**config.mk**
```make
export PLATFORM = sky130hd
export DESIGN_NAME = cfg_logic_tile
export DESIGN_NICKNAME = d
export VERILOG_FILES = /design/src/rtl/cfg_tile_pkg.sv /design/src/rtl/cfg_shift_reg.sv /design/src/rtl/logic_cell.sv /design/src/rtl/route_xbar.sv /design/src/rtl/cfg_logic_tile.sv
export SDC_FILE = /design/constraint.sdc
export NUM_CORES = 1
export LEC_CHECK = 0
export BUFFER_PORTS_ARGS = -buffer_cell sky130_fd_sc_hd__buf_2
export CORE_MARGIN = 4
export CORE_UTILIZATION = 40
export CTS_CLUSTER_DIAMETER = 120
export CTS_CLUSTER_SIZE = 12
export DETAILED_ROUTE_END_ITERATION = 10
export GPL_TIMING_DRIVEN = 0
export PLACE_DENSITY = 0.58
export SYNTH_ARGS = -nofsm -noshare
export SYNTH_HDL_FRONTEND = slang
export SYNTH_SLANG_ARGS = --single-unit
```
**constraint.sdc**
```tcl
create_clock -name clk -period 2.9 [get_ports clk]
set_clock_uncertainty 0.05 [all_clocks]
set_input_delay 0.58 -clock clk [delete_from_list [all_inputs] [get_ports clk]]
set_output_delay 0.58 -clock clk [all_outputs]
set_load 0.05 [all_outputs]
```
**src/rtl/cfg_tile_pkg.sv**
```systemverilog
package cfg_tile_pkg;
  localparam int LUT_IN   = 3;
  localparam int LUT_OUT  = 2;
  localparam int SW_OUT   = 2;
  localparam int N_CELL   = 2;
  localparam int LUT_BITS = (1 << LUT_IN) * LUT_OUT;
  localparam int SW_IN    = N_CELL * LUT_OUT;
  localparam int SW_SEL_W = $clog2(SW_IN);
  localparam int OSEL_W   = N_CELL * LUT_OUT;
  localparam int SW_W     = SW_OUT * SW_SEL_W;
  localparam int CFG_W    = N_CELL * LUT_BITS + OSEL_W + SW_W;
endpackage

```
**src/rtl/cfg_shift_reg.sv**
```systemverilog
module cfg_shift_reg #(
  parameter int W = cfg_tile_pkg::CFG_W
) (
  input  logic         clk,
  input  logic         rst,
  input  logic         shift_en,
  input  logic         din,
  output logic [W-1:0] q
);
  always_ff @(posedge clk) begin
    if (rst)           q <= '0;
    else if (shift_en) q <= {q[W-2:0], din};
  end
endmodule

```
**src/rtl/logic_cell.sv**
```systemverilog
module logic_cell #(
  parameter int N_IN  = cfg_tile_pkg::LUT_IN,
  parameter int N_OUT = cfg_tile_pkg::LUT_OUT
) (
  input  logic                           clk,
  input  logic                           clr,
  input  logic [(1<<N_IN)*N_OUT-1:0]     table_bits,
  input  logic [N_OUT-1:0]               reg_sel,
  input  logic [N_IN-1:0]                addr,
  output logic [N_OUT-1:0]               lut_val,
  output logic [N_OUT-1:0]               ff_q,
  output logic [N_OUT-1:0]               y
);
  localparam int DEPTH = 1 << N_IN;

  logic [N_OUT-1:0] entry [DEPTH];

  for (genvar e = 0; e < DEPTH; e++) begin : g_entry
    assign entry[e] = table_bits[e*N_OUT +: N_OUT];
  end

  assign lut_val = entry[addr];

  always_ff @(posedge clk) begin
    if (clr) ff_q <= '0;
    else     ff_q <= lut_val;
  end

  for (genvar k = 0; k < N_OUT; k++) begin : g_osel
    assign y[k] = reg_sel[k] ? ff_q[k] : lut_val[k];
  end
endmodule

```
**src/rtl/route_xbar.sv**
```systemverilog
module route_xbar #(
  parameter int N_IN  = cfg_tile_pkg::SW_IN,
  parameter int N_OUT = cfg_tile_pkg::SW_OUT,
  parameter int SEL_W = cfg_tile_pkg::SW_SEL_W
) (
  input  logic [N_IN-1:0]        m,
  input  logic [N_OUT*SEL_W-1:0] sel,
  output logic [N_OUT-1:0]       o
);
  for (genvar j = 0; j < N_OUT; j++) begin : g_out
    assign o[j] = m[sel[j*SEL_W +: SEL_W]];
  end
endmodule

```
**src/rtl/cfg_logic_tile.sv**
```systemverilog
module cfg_logic_tile #(
  parameter int LUT_IN  = cfg_tile_pkg::LUT_IN,
  parameter int LUT_OUT = cfg_tile_pkg::LUT_OUT,
  parameter int SW_OUT  = cfg_tile_pkg::SW_OUT
) (
  input  logic                      clk,
  input  logic                      rst,
  input  logic                      cfg_en,
  input  logic                      cfg_din,
  input  logic [LUT_IN-1:0]         in_a,
  input  logic [LUT_IN-SW_OUT-1:0]  in_b,
  output logic [2*LUT_OUT-1:0]      dout
);
  localparam int LUT_BITS = (1 << LUT_IN) * LUT_OUT;
  localparam int SW_IN    = 2 * LUT_OUT;
  localparam int SEL_W    = $clog2(SW_IN);
  localparam int OSEL_W   = 2 * LUT_OUT;
  localparam int SW_W     = SW_OUT * SEL_W;
  localparam int CFG_W    = 2 * LUT_BITS + OSEL_W + SW_W;

  logic [CFG_W-1:0]   cfg_q;
  logic               ff_clr;
  logic [LUT_OUT-1:0] lut0, lut1, ff0, ff1, y0, y1;
  logic [SW_OUT-1:0]  sw_o;

  assign ff_clr = rst | cfg_en;

  cfg_shift_reg #(.W(CFG_W)) u_cfg (
    .clk(clk), .rst(rst), .shift_en(cfg_en), .din(cfg_din), .q(cfg_q)
  );

  logic_cell #(.N_IN(LUT_IN), .N_OUT(LUT_OUT)) u_cell0 (
    .clk(clk), .clr(ff_clr),
    .table_bits(cfg_q[CFG_W-1 -: LUT_BITS]),
    .reg_sel(cfg_q[SW_W +: LUT_OUT]),
    .addr(in_a),
    .lut_val(lut0), .ff_q(ff0), .y(y0)
  );

  route_xbar #(.N_IN(SW_IN), .N_OUT(SW_OUT), .SEL_W(SEL_W)) u_xbar (
    .m({ff1, y0}),
    .sel(cfg_q[SW_W-1:0]),
    .o(sw_o)
  );

  logic_cell #(.N_IN(LUT_IN), .N_OUT(LUT_OUT)) u_cell1 (
    .clk(clk), .clr(ff_clr),
    .table_bits(cfg_q[CFG_W-1-LUT_BITS -: LUT_BITS]),
    .reg_sel(cfg_q[SW_W+LUT_OUT +: LUT_OUT]),
    .addr({in_b, sw_o}),
    .lut_val(lut1), .ff_q(ff1), .y(y1)
  );

  assign dout = {y1, y0};
endmodule

```
==> results of run 1 <==
## per-stage QoR
stage / utilization / setup slack [ns] / area [um^2] / total power, mW / cells
floorplan: - / -0.486 / 1920 / 0.667 / 176
global placement: 0.456 / -0.858 / 2030 / 0.681 / 237
detailed placement: 0.456 / -0.883 / 2030 / 0.683 / 237
CTS: 0.489 / -0.630 / 2170 / 1.07 / 247
global route: 0.492 / -0.702 / 2180 / 1.11 / 248
finish: 0.492 / -0.612 / 2180 / 1.06 / 248
## repair_timing
action,CTS,global route
setup buffers,2,1
gates cloned,0,0
resized for setup,12,1
endpoints found under the setup margin,2,2
pin swaps,1,1
## power breakdown
part	total [mW]	switching, mW	internal [mW]
Sequential	0.607	0.00161	0.605
Clock	0.389	0.195	0.193
Combinational	0.0648	0.0362	0.0287
## cell type report
| class | instances | area [um^2] | share of cell area |
|---|---|---|---|
| clock buffer | 7 | 86.3 | 0.0395 |
| inverter | 1 | 3.75 | 0.00172 |
| clock inverter | 1 | 7.51 | 0.00344 |
| multi-input combinational | 119 | 993 | 0.455 |
| tap | 52 | 65.1 | 0.0298 |
| sequential | 44 | 881 | 0.403 |
| buffer | 12 | 52.6 | 0.0241 |
| timing repair buffer | 12 | 95.1 | 0.0435 |
## routing by layer
metal	wire, um	share of wire	global-route usage
met4	88	0.026	0.0761
met3	101	0.030	0.0293
met2	1520	0.45	0.197
met5	0	0	0
met1	1660	0.49	0.162
## state kept, by name, indices dropped and copies added, names as in the netlist
| register | count |
|---|---|
| u_cell0.ff_q | 2 |
| u_cfg.q | 40 |
| u_cell1.ff_q | 2 |
## logic make-up (layout without fill, tap and decap cells)
kind of cell,Yosys count,after routing
and+or+nand+nor,53,53
DFF,44,44
buffers and inverters,13,33
muxes,57,57
AOI/OAI and AO/OA,9,9
## cells in the final DEF (no fill, tap or decap), types with 2 or more instances in the layout
cell type  Yosys  final
nor3_1         4      3
buf_2          0      6
nor2_1        40     40
o21ai_4        0      3
clkbuf_8       0      6
nor3_2         2      3
mux4_2         2      6
mux2i_1       50     48
mux2i_4        0      2
buf_1          3      3
dfxtp_1       44     44
buf_4          0      3
nand2_1        6      6
clkbuf_1       8      9
buf_6          1      3
## worst max path at each step
| stage | start | end | slack (ns) |
|---|---|---|---|
| 4_1_cts | in_a[0] | dout[2] | -0.63 |
| 5_1_grt | in_a[0] | dout[2] | -0.70 |
| 3_3_place_gp | in_a[0] | dout[3] | -0.86 |
| 2_1_floorplan | in_a[0] | dout[3] | -0.49 |
| 6_report | in_a[0] | dout[2] | -0.61 |
| 3_5_place_dp | in_a[0] | dout[3] | -0.88 |
## worst max-delay path, cell delays in order
cell	delay [ns]
buf_12	0.09
mux4_2	0.52
mux2i_4	0.20
nor3_2	0.06
o32a_1	0.30
buf_6	0.15
mux2i_1	0.13
mux4_2	0.53
o21ai_4	0.15
buf_6	0.17
==> results_dict.tcl, run 1 <==
set metrics [dict create \
    status "complete, but fails checks" \
    violations "negative setup slack" \
    path_class "primary input to output pin" \
    synthXorXnorAreaFrac 0 \
    die-area_mm2 0.00588 \
    hp-start "u_cfg.q[39]" \
    r2r_end "u_cell1.ff_q[0]" \
    grt_antenna_before_repair 0 \
    final-setup-viol-count 2 \
    grt_overflow 0 \
    critPathCaptureType "output pin" \
    seq_area_frac_synth 0.467 \
    synth_area_leaders "dfxtp_1 (47%), mux2i_1 (27%), nor2_1 (8.0%)" \
    num_vias 1266 \
    cts_tree "done" \
    port_buffers 9 \
    root_buffer "clkbuf_8" \
    min_path_type "register to register" \
    antenna_left 0 \
    power_density_mw_per_mm2 485 \
    core-area_mm2 0.00444 \
    synthesis.nets 184 \
    drive_gt1_frac 0.194 \
    h-tree-depth 2 \
    dp_hpwl_um 2480 \
    async_flop_share 0 \
    finalWirelength_um 3380 \
    yosysWarnings 0 \
    ir_drop_mv 0.194 \
    rsz0062_at_grt "true" \
    final_nets 203 \
    rrSetupSlack_ns 0.32 \
    critical_path_required_ns 2.27 \
    drtIter0Drc 38 \
    fin_hold_ws_ns 0.448 \
    synth.mux.area_fraction 0.351 \
    routedWlPerCell_um 13.6 \
    synth_fa_ha_area_frac 0 \
    hold_viol_final 0 \
    path_clk_slew_ns 0.07 \
    slew_violations 0 \
    ios 12 \
    fin_setup_tns_ns -1.22 \
    r2r_start "u_cfg.q[38]" \
    die_w_um 76.7 \
    clock_latency_ns 0.29 \
    cts_made_buffers 5 \
    die_h_um 76.7 \
    cts_hold_buf 0 \
    synthFlopType "dfxtp_1" \
    synth_top_area_share 0.467 \
    grt_pass1_vias 1289 \
    place_congestion 0.844 \
    start_util 0.424 \
    synth_top_cells_by_count "mux2i_1 (50), dfxtp_1 (44), nor2_1 (40)" \
    synth_edf_count 0 \
    antenna_cells 0 \
    synth_cell_types 20 \
    clock-sinks 44 \
    leakagePower_nw 0.883 \
    worst_ep_arrival_time_ns 2.88 \
    synth.largest_area_cell "dfxtp_1" \
    fill_cells 416 \
    synth_most_common_cell "mux2i_1" \
    synthToLayoutAreaGrowth_pct 15.9 \
    cts_max_path_buffers 2 \
    cp-start-kind "primary input" \
    postSynthAreaPerCell_um2 10.7 \
    drc_errors 0 \
    synth-simple-area-share 0.116 \
    fmax_mhz 285 \
    fin_crit_sh 1.21 \
    grt_pass1_wl_um 5970 \
    r2r_cells 9 \
    ys_seq_elements 44 \
    row_count 24 \
    hold_end "u_cfg.q[39]" \
    syn_area_mm2 0.00189 \
    period_needed_ns 3.51 \
    vias_per_cell 5.10 \
    synth_compound_area_frac 0.0358 \
    synth_top_family_by_area "multiplexers" \
    hold_depth 2 \
    synthCells 176 \
    tightest_slew_ns 0.763 \
    track_usage 0.128 \
    slew_headroom 0.491 \
    drv_cap 0 \
    grt_max_degree 14 \
    detail_route.first_pass.iterations 4 \
    crit_path_max_fanout 8 \
    layout_setup_ws_ns -0.612 \
]
Power figures use the tool's default switching activity.
==> run 2, diff against run 1 <==
--- a/config.mk
+++ b/config.mk
@@ -6,13 +6,14 @@
 export NUM_CORES = 1
 export LEC_CHECK = 0
 export BUFFER_PORTS_ARGS = -buffer_cell sky130_fd_sc_hd__buf_2
+export CORE_ASPECT_RATIO = 1.5
 export CORE_MARGIN = 4
 export CORE_UTILIZATION = 40
 export CTS_CLUSTER_DIAMETER = 120
 export CTS_CLUSTER_SIZE = 12
 export DETAILED_ROUTE_END_ITERATION = 10
 export GPL_TIMING_DRIVEN = 0
-export PLACE_DENSITY = 0.58
+export PLACE_DENSITY = 0.61
 export SYNTH_ARGS = -nofsm -noshare
 export SYNTH_HDL_FRONTEND = slang
 export SYNTH_SLANG_ARGS = --single-unit
==> run 2 against run 1 <==
The run still ends with negative setup slack left. Combinational power shrank 1%. Global-route usage shrank 0.080 points. Design area is essentially flat. Register-to-register slack gained 0.05 ns. First-iteration DRC count grew 21%. Clock power shrank 9.5%. Core utilization shrank 1.1 points. Critical path depth is the same. Critical endpoint unchanged.
==> results_dict.tcl, run 2 (synthesized netlist as in run 1, its figures left out) <==
set metrics [dict create \
    status "complete, but fails checks" \
    violations "negative setup slack" \
    antenna_left 0 \
    vias_per_cell 4.92 \
    p_sw_uw 225 \
    drive_gt1_frac 0.190 \
    die_h_um 92.1 \
    dp_hpwl_um 2550 \
    cp_cell_sequence "buf_12, mux4_2, mux2i_4, nor3_2, o32a_1, buf_6, mux2i_1, mux4_2, o21ai_4, buf_6" \
    cts_hold_buf 0 \
    placed_cell_area_mm2 0.00204 \
    regMostFlops "u_cfg.q" \
    seq_power_share 0.593 \
    hold_viol_final 0 \
    final-setup-viol-count 2 \
    core-area_mm2 0.00454 \
    crit_family "multiplexers" \
    min_path_type "register to register" \
    cp-start-kind "primary input" \
    total_power_mw 1.02 \
    crit_cells 10 \
    die_w_um 64.1 \
    final_nets 203 \
    fill_cells 436 \
    grt_pass1_wl_um 5840 \
    dpl_worst_slack_ns -0.874 \
    path_clk_slew_ns 0.07 \
    layout_setup_ws_ns -0.572 \
    fmax_mhz 288 \
    cts_max_path_buffers 2 \
    grt_antenna_before_repair 0 \
    critPathCaptureType "output pin" \
    critPathMaxStageDelay_ns 0.53 \
    place_congestion 0.698 \
    die-area_mm2 0.00590 \
    finalWirelength_um 3360 \
    critical_path_required_ns 2.27 \
    start_util 0.415 \
    final_common_cell "mux2i_1" \
    ir_drop_mv 0.293 \
    drv_cap 0 \
    row_count 30 \
    reg.largest.list "u_cfg.q x40, u_cell0.ff_q x2, u_cell1.ff_q x2" \
    p_int_uw 798 \
    clock-sinks 44 \
    ios 12 \
    slew_violations 0 \
    fin_area_mm2 0.00218 \
    clock_latency_ns 0.29 \
    leakagePower_nw 0.879 \
    grt_max_degree 13 \
    hold_depth 2 \
    crit_path_max_fanout 8 \
    drc_errors 0 \
    root_buffer "clkbuf_8" \
    fin_crit_sh 1.20 \
    utilization 0.481 \
    fin_hold_ws_ns 0.462 \
    tightest_slew_ns 0.727 \
    num_vias 1274 \
    worst_ep_arrival_time_ns 2.84 \
    crit_buf_inv 3 \
    r2r_cells 9 \
    h-tree-depth 2 \
    layout_common_cells "mux2i_1 (48), dfxtp_1 (44), nor2_1 (40)" \
    path_class "primary input to output pin" \
    r2r_start "u_cfg.q[38]" \
    slew_headroom 0.515 \
    routedWlPerCell_um 13.0 \
    detail_route.first_pass.iterations 4 \
    critPathLaunch "in_a[0]" \
    antenna_cells 0 \
    port_buffers 9 \
    cts_made_buffers 5 \
    cts_tree "done" \
    synthToLayoutAreaGrowth_pct 15.8 \
    rsz0062_at_grt "true" \
    p_clk_frac 0.344 \
    track_usage 0.127 \
    grt_pass1_vias 1326 \
    switching_share 0.220 \
    combPwrFrac 0.062 \
    period_needed_ns 3.47 \
    cpMaxStageDelayCell "mux4_2" \
    grt_overflow 0 \
    power_density_mw_per_mm2 468 \
    largest_reg_flops 40 \
    hp-start "u_cfg.q[39]" \
    drtIter0Drc 46 \
]
run 2: power groups by stage:
stage	Combinational [mW]	Clock [mW]	Sequential [mW]
2_1_floorplan	0.0467	0	0.621
3_3_place_gp	0.0604	0	0.621
3_5_place_dp	0.0611	0	0.621
4_1_cts	0.0643	0.365	0.607
5_1_grt	0.0699	0.397	0.607
6_report	0.0639	0.352	0.607
run 2: worst reg2reg max path: stages (launching register included):
cell and delay (ns):
dfxtp_1 0.33, mux4_2 0.50, mux2i_4 0.18, nor3_2 0.05, o32a_1 0.31, buf_6 0.15
mux2i_1 0.12, mux4_2 0.53, buf_4 0.16, nor3_2 0.08
run 2: metrics by stage:
step	std cells	TNS, ns
2_1_floorplan	176	-0.946
3_3_place_gp	249	-1.78
3_5_place_dp	249	-1.85
4_1_cts	259	-1.19
5_1_grt	259	-1.35
6_report	259	-1.14
run 2: worst paths after layout:
check                                        to  slack, ns
worst max register to register  u_cell1.ff_q[0]       0.37
worst max-delay path                    dout[2]      -0.57
worst min-delay path                u_cfg.q[39]       0.46
worst min register to register      u_cfg.q[39]       0.46
run 2: what timing repair did:
action | in CTS | in global routing
setup buffers | 3 | 0
resized for setup | 12 | 1
pin swaps | 1 | 0
endpoints found under the setup margin | 2 | 2
run 2: routing by layer:
layer	share of wire	global-route usage
met3	0.032	0.0429
met4	0.018	0.0486
met5	0	0
met1	0.42	0.135
met2	0.53	0.225
run 2: cell type report:
type                    count  area (um^2)  share of cell area
clock inverters             1         5.00             0.00229
multi-input cells         119          993               0.455
inverters                   1         3.75             0.00172
flip-flops and latches     44          881               0.403
well taps                  64         80.1              0.0367
clock buffers               6         72.6              0.0332
plain buffers              12         52.6              0.0241
repair buffers             12         95.1              0.0436
==> run 3, diff against run 2 <==
--- a/config.mk
+++ b/config.mk
@@ -13,7 +13,8 @@
 export CTS_CLUSTER_SIZE = 12
 export DETAILED_ROUTE_END_ITERATION = 10
 export GPL_TIMING_DRIVEN = 0
-export PLACE_DENSITY = 0.61
+export PLACE_DENSITY = 0.6
 export SYNTH_ARGS = -nofsm -noshare
 export SYNTH_HDL_FRONTEND = slang
+export SYNTH_HIERARCHICAL = 1
 export SYNTH_SLANG_ARGS = --single-unit
==> run 3 against run 2 <==
The run still ends with negative setup slack left. Core utilization grew 3.0 points. Synthesized cell count grew 4.5%. Global-route usage up 0.40 points. Design area is 20% higher. Fmax is 4.2% lower. Worst hold slack improved by 0.0059 ns. Clock power rose by 14%. Critical path type unchanged.
==> results_dict.tcl, run 3 <==
set metrics [dict create \
    dp_hpwl_um 2830 \
    synthesis.nets 192 \
    clock_latency_ns 0.30 \
    antenna_left 0 \
    grt_pass1_wl_um 6530 \
    die-area_mm2 0.00652 \
    row_count 32 \
    switching_share 0.260 \
    worst_ep_arrival_time_ns 3.00 \
    antenna_cells 0 \
    p_int_uw 906 \
    ios 12 \
    status "complete, but fails checks" \
    track_usage 0.131 \
    path_clk_slew_ns 0.08 \
    clock-sinks 44 \
    cts_made_buffers 5 \
    dpl_worst_slack_ns -0.888 \
    critPathCaptureType "output pin" \
    die_w_um 67.3 \
    largest_reg_flops 40 \
    grt_overflow 0 \
    detail_route.first_pass.iterations 4 \
    critical_path_required_ns 2.27 \
    tightest_slew_ns 0.442 \
    h-tree-depth 2 \
    core-area_mm2 0.00512 \
    yosysWarnings 6 \
    grt_max_degree 15 \
    synthToLayoutAreaGrowth_pct 24.3 \
    start_util 0.411 \
    period_needed_ns 3.63 \
    hold_viol_final 0 \
    total_power_mw 1.22 \
    ir_drop_mv 0.270 \
    violations "negative setup slack" \
    grt_pass1_vias 1427 \
    fmax_mhz 276 \
    regMostFlops "u_cfg/q" \
    p_clk_frac 0.327 \
    routedWlPerCell_um 14.2 \
    cp-start-kind "primary input" \
    seq_power_share 0.499 \
    port_buffers 11 \
    finalWirelength_um 4020 \
    cp_cell_sequence "buf_8, buf_12, mux2_4, o22ai_4, o41ai_4, mux4_2, buf_12, buf_8, mux2_4, o22ai_4, o41ai_4, buf_6" \
    vias_per_cell 5.00 \
    p_sw_uw 319 \
    drc_errors 0 \
    cts_tree "done" \
    min_path_type "primary input to register" \
    cts_hold_buf 0 \
    num_vias 1415 \
    postSynthAreaPerCell_um2 11.5 \
    rsz0062_at_grt "true" \
    syn_area_mm2 0.00211 \
    crit_path_max_fanout 6 \
    layout_setup_ws_ns -0.725 \
    reg.largest.list "u_cfg/q x40, u_cell0/ff_q x2, u_cell1/ff_q x2" \
    leakagePower_nw 1.09 \
    fin_crit_sh 1.25 \
    slew_violations 0 \
    cpMaxStageDelayCell "mux4_2" \
    slew_headroom 0.706 \
    grt_antenna_before_repair 0 \
    final-setup-viol-count 2 \
    die_h_um 96.9 \
    combPwrFrac 0.174 \
    cts_max_path_buffers 2 \
    critPathMaxStageDelay_ns 0.52 \
    root_buffer "clkbuf_8" \
    drive_gt1_frac 0.298 \
    path_class "primary input to output pin" \
    drtIter0Drc 57 \
    layout_common_cells "dfxtp_1 (44), mux2i_1 (40), nor2_1 (40)" \
    place_congestion 0.744 \
    drv_cap 0 \
    synthCells 184 \
    power_density_mw_per_mm2 468 \
    final_nets 222 \
    final_common_cell "dfxtp_1" \
]
run 3: cell count changes in the layout (fill, tap and decap cells not counted), sizes merged, moves of 3 or more:
cell | before | now
mux4 | 6 | 2
o22ai | 0 | 4
o21ai | 5 | 0
mux2 | 1 | 8
a2111oi | 0 | 4
clkbuf | 14 | 11
and2b | 0 | 6
o41ai | 0 | 4
nor3 | 6 | 0
nor4 | 0 | 4
buf | 16 | 29
mux2i | 50 | 40
a211oi | 0 | 4
run 3: routing by layer:
metal / share of wire / vias up / global-route usage
met1: 0.39 / 683 / 0.144
li1: - / 710 / -
met4: 0.019 / 0 / 0.0641
met3: 0.026 / 7 / 0.0337
met2: 0.56 / 15 / 0.223
met5: 0 / - / 0
run 3: area by class of cell:
| type | count | area [um^2] |
|---|---|---|
| fillers | 500 | 2510 |
| clock buffers | 6 | 82.6 |
| plain buffers | 11 | 146 |
| well taps | 68 | 85.1 |
| repair buffers | 23 | 196 |
| clock inverters | 2 | 15.0 |
| flip-flops and latches | 44 | 881 |
| multi-input cells | 129 | 1210 |
run 3: metrics by stage:
step           hold slack [ns]   util  std cells  area (um^2)  setup TNS [ns]
6_report                 0.468  0.511        283         2620           -1.41
5_1_grt                  0.499  0.511        283         2620           -1.52
4_1_cts                  0.464  0.480        272         2460           -1.39
3_5_place_dp             0.460  0.450        263         2310           -2.02
3_3_place_gp             0.428  0.450        263         2310           -1.90
2_1_floorplan            0.411      -        184         2170           -2.06
run 3: final timing paths:
path / end / slack [ns] / from / cells past startpoint
max reg2reg: u_cell1/ff_q[1] / 0.19 / u_cfg/q[24] / 9
min reg2reg: u_cfg/q[25] / 0.47 / u_cfg/q[24] / 2
min: u_cfg/q[0] / 0.47 / cfg_din / 3
max: dout[2] / -0.73 / in_a[0] / 12
run 3: power groups by stage:
stage          Clock, mW  Sequential, mW  Combinational [mW]
6_report           0.401           0.611               0.213
3_5_place_dp           0           0.625               0.167
2_1_floorplan          0           0.624               0.135
5_1_grt            0.441           0.611               0.225
4_1_cts            0.421           0.611               0.180
3_3_place_gp           0           0.625               0.166
run 3: what timing repair did:
item	CTS	global route
gates resized for setup	9	14
hold endpoints to repair	0	0
buffers inserted	1	10
pin swaps	0	2
cloned	0	1
endpoints found under the setup margin	2	2
run 3: critical path, delay by kind of cell:
family,cells,cell delay [ns]
mux,3,1.15
buf+inv,5,0.68
compound gates,4,0.57
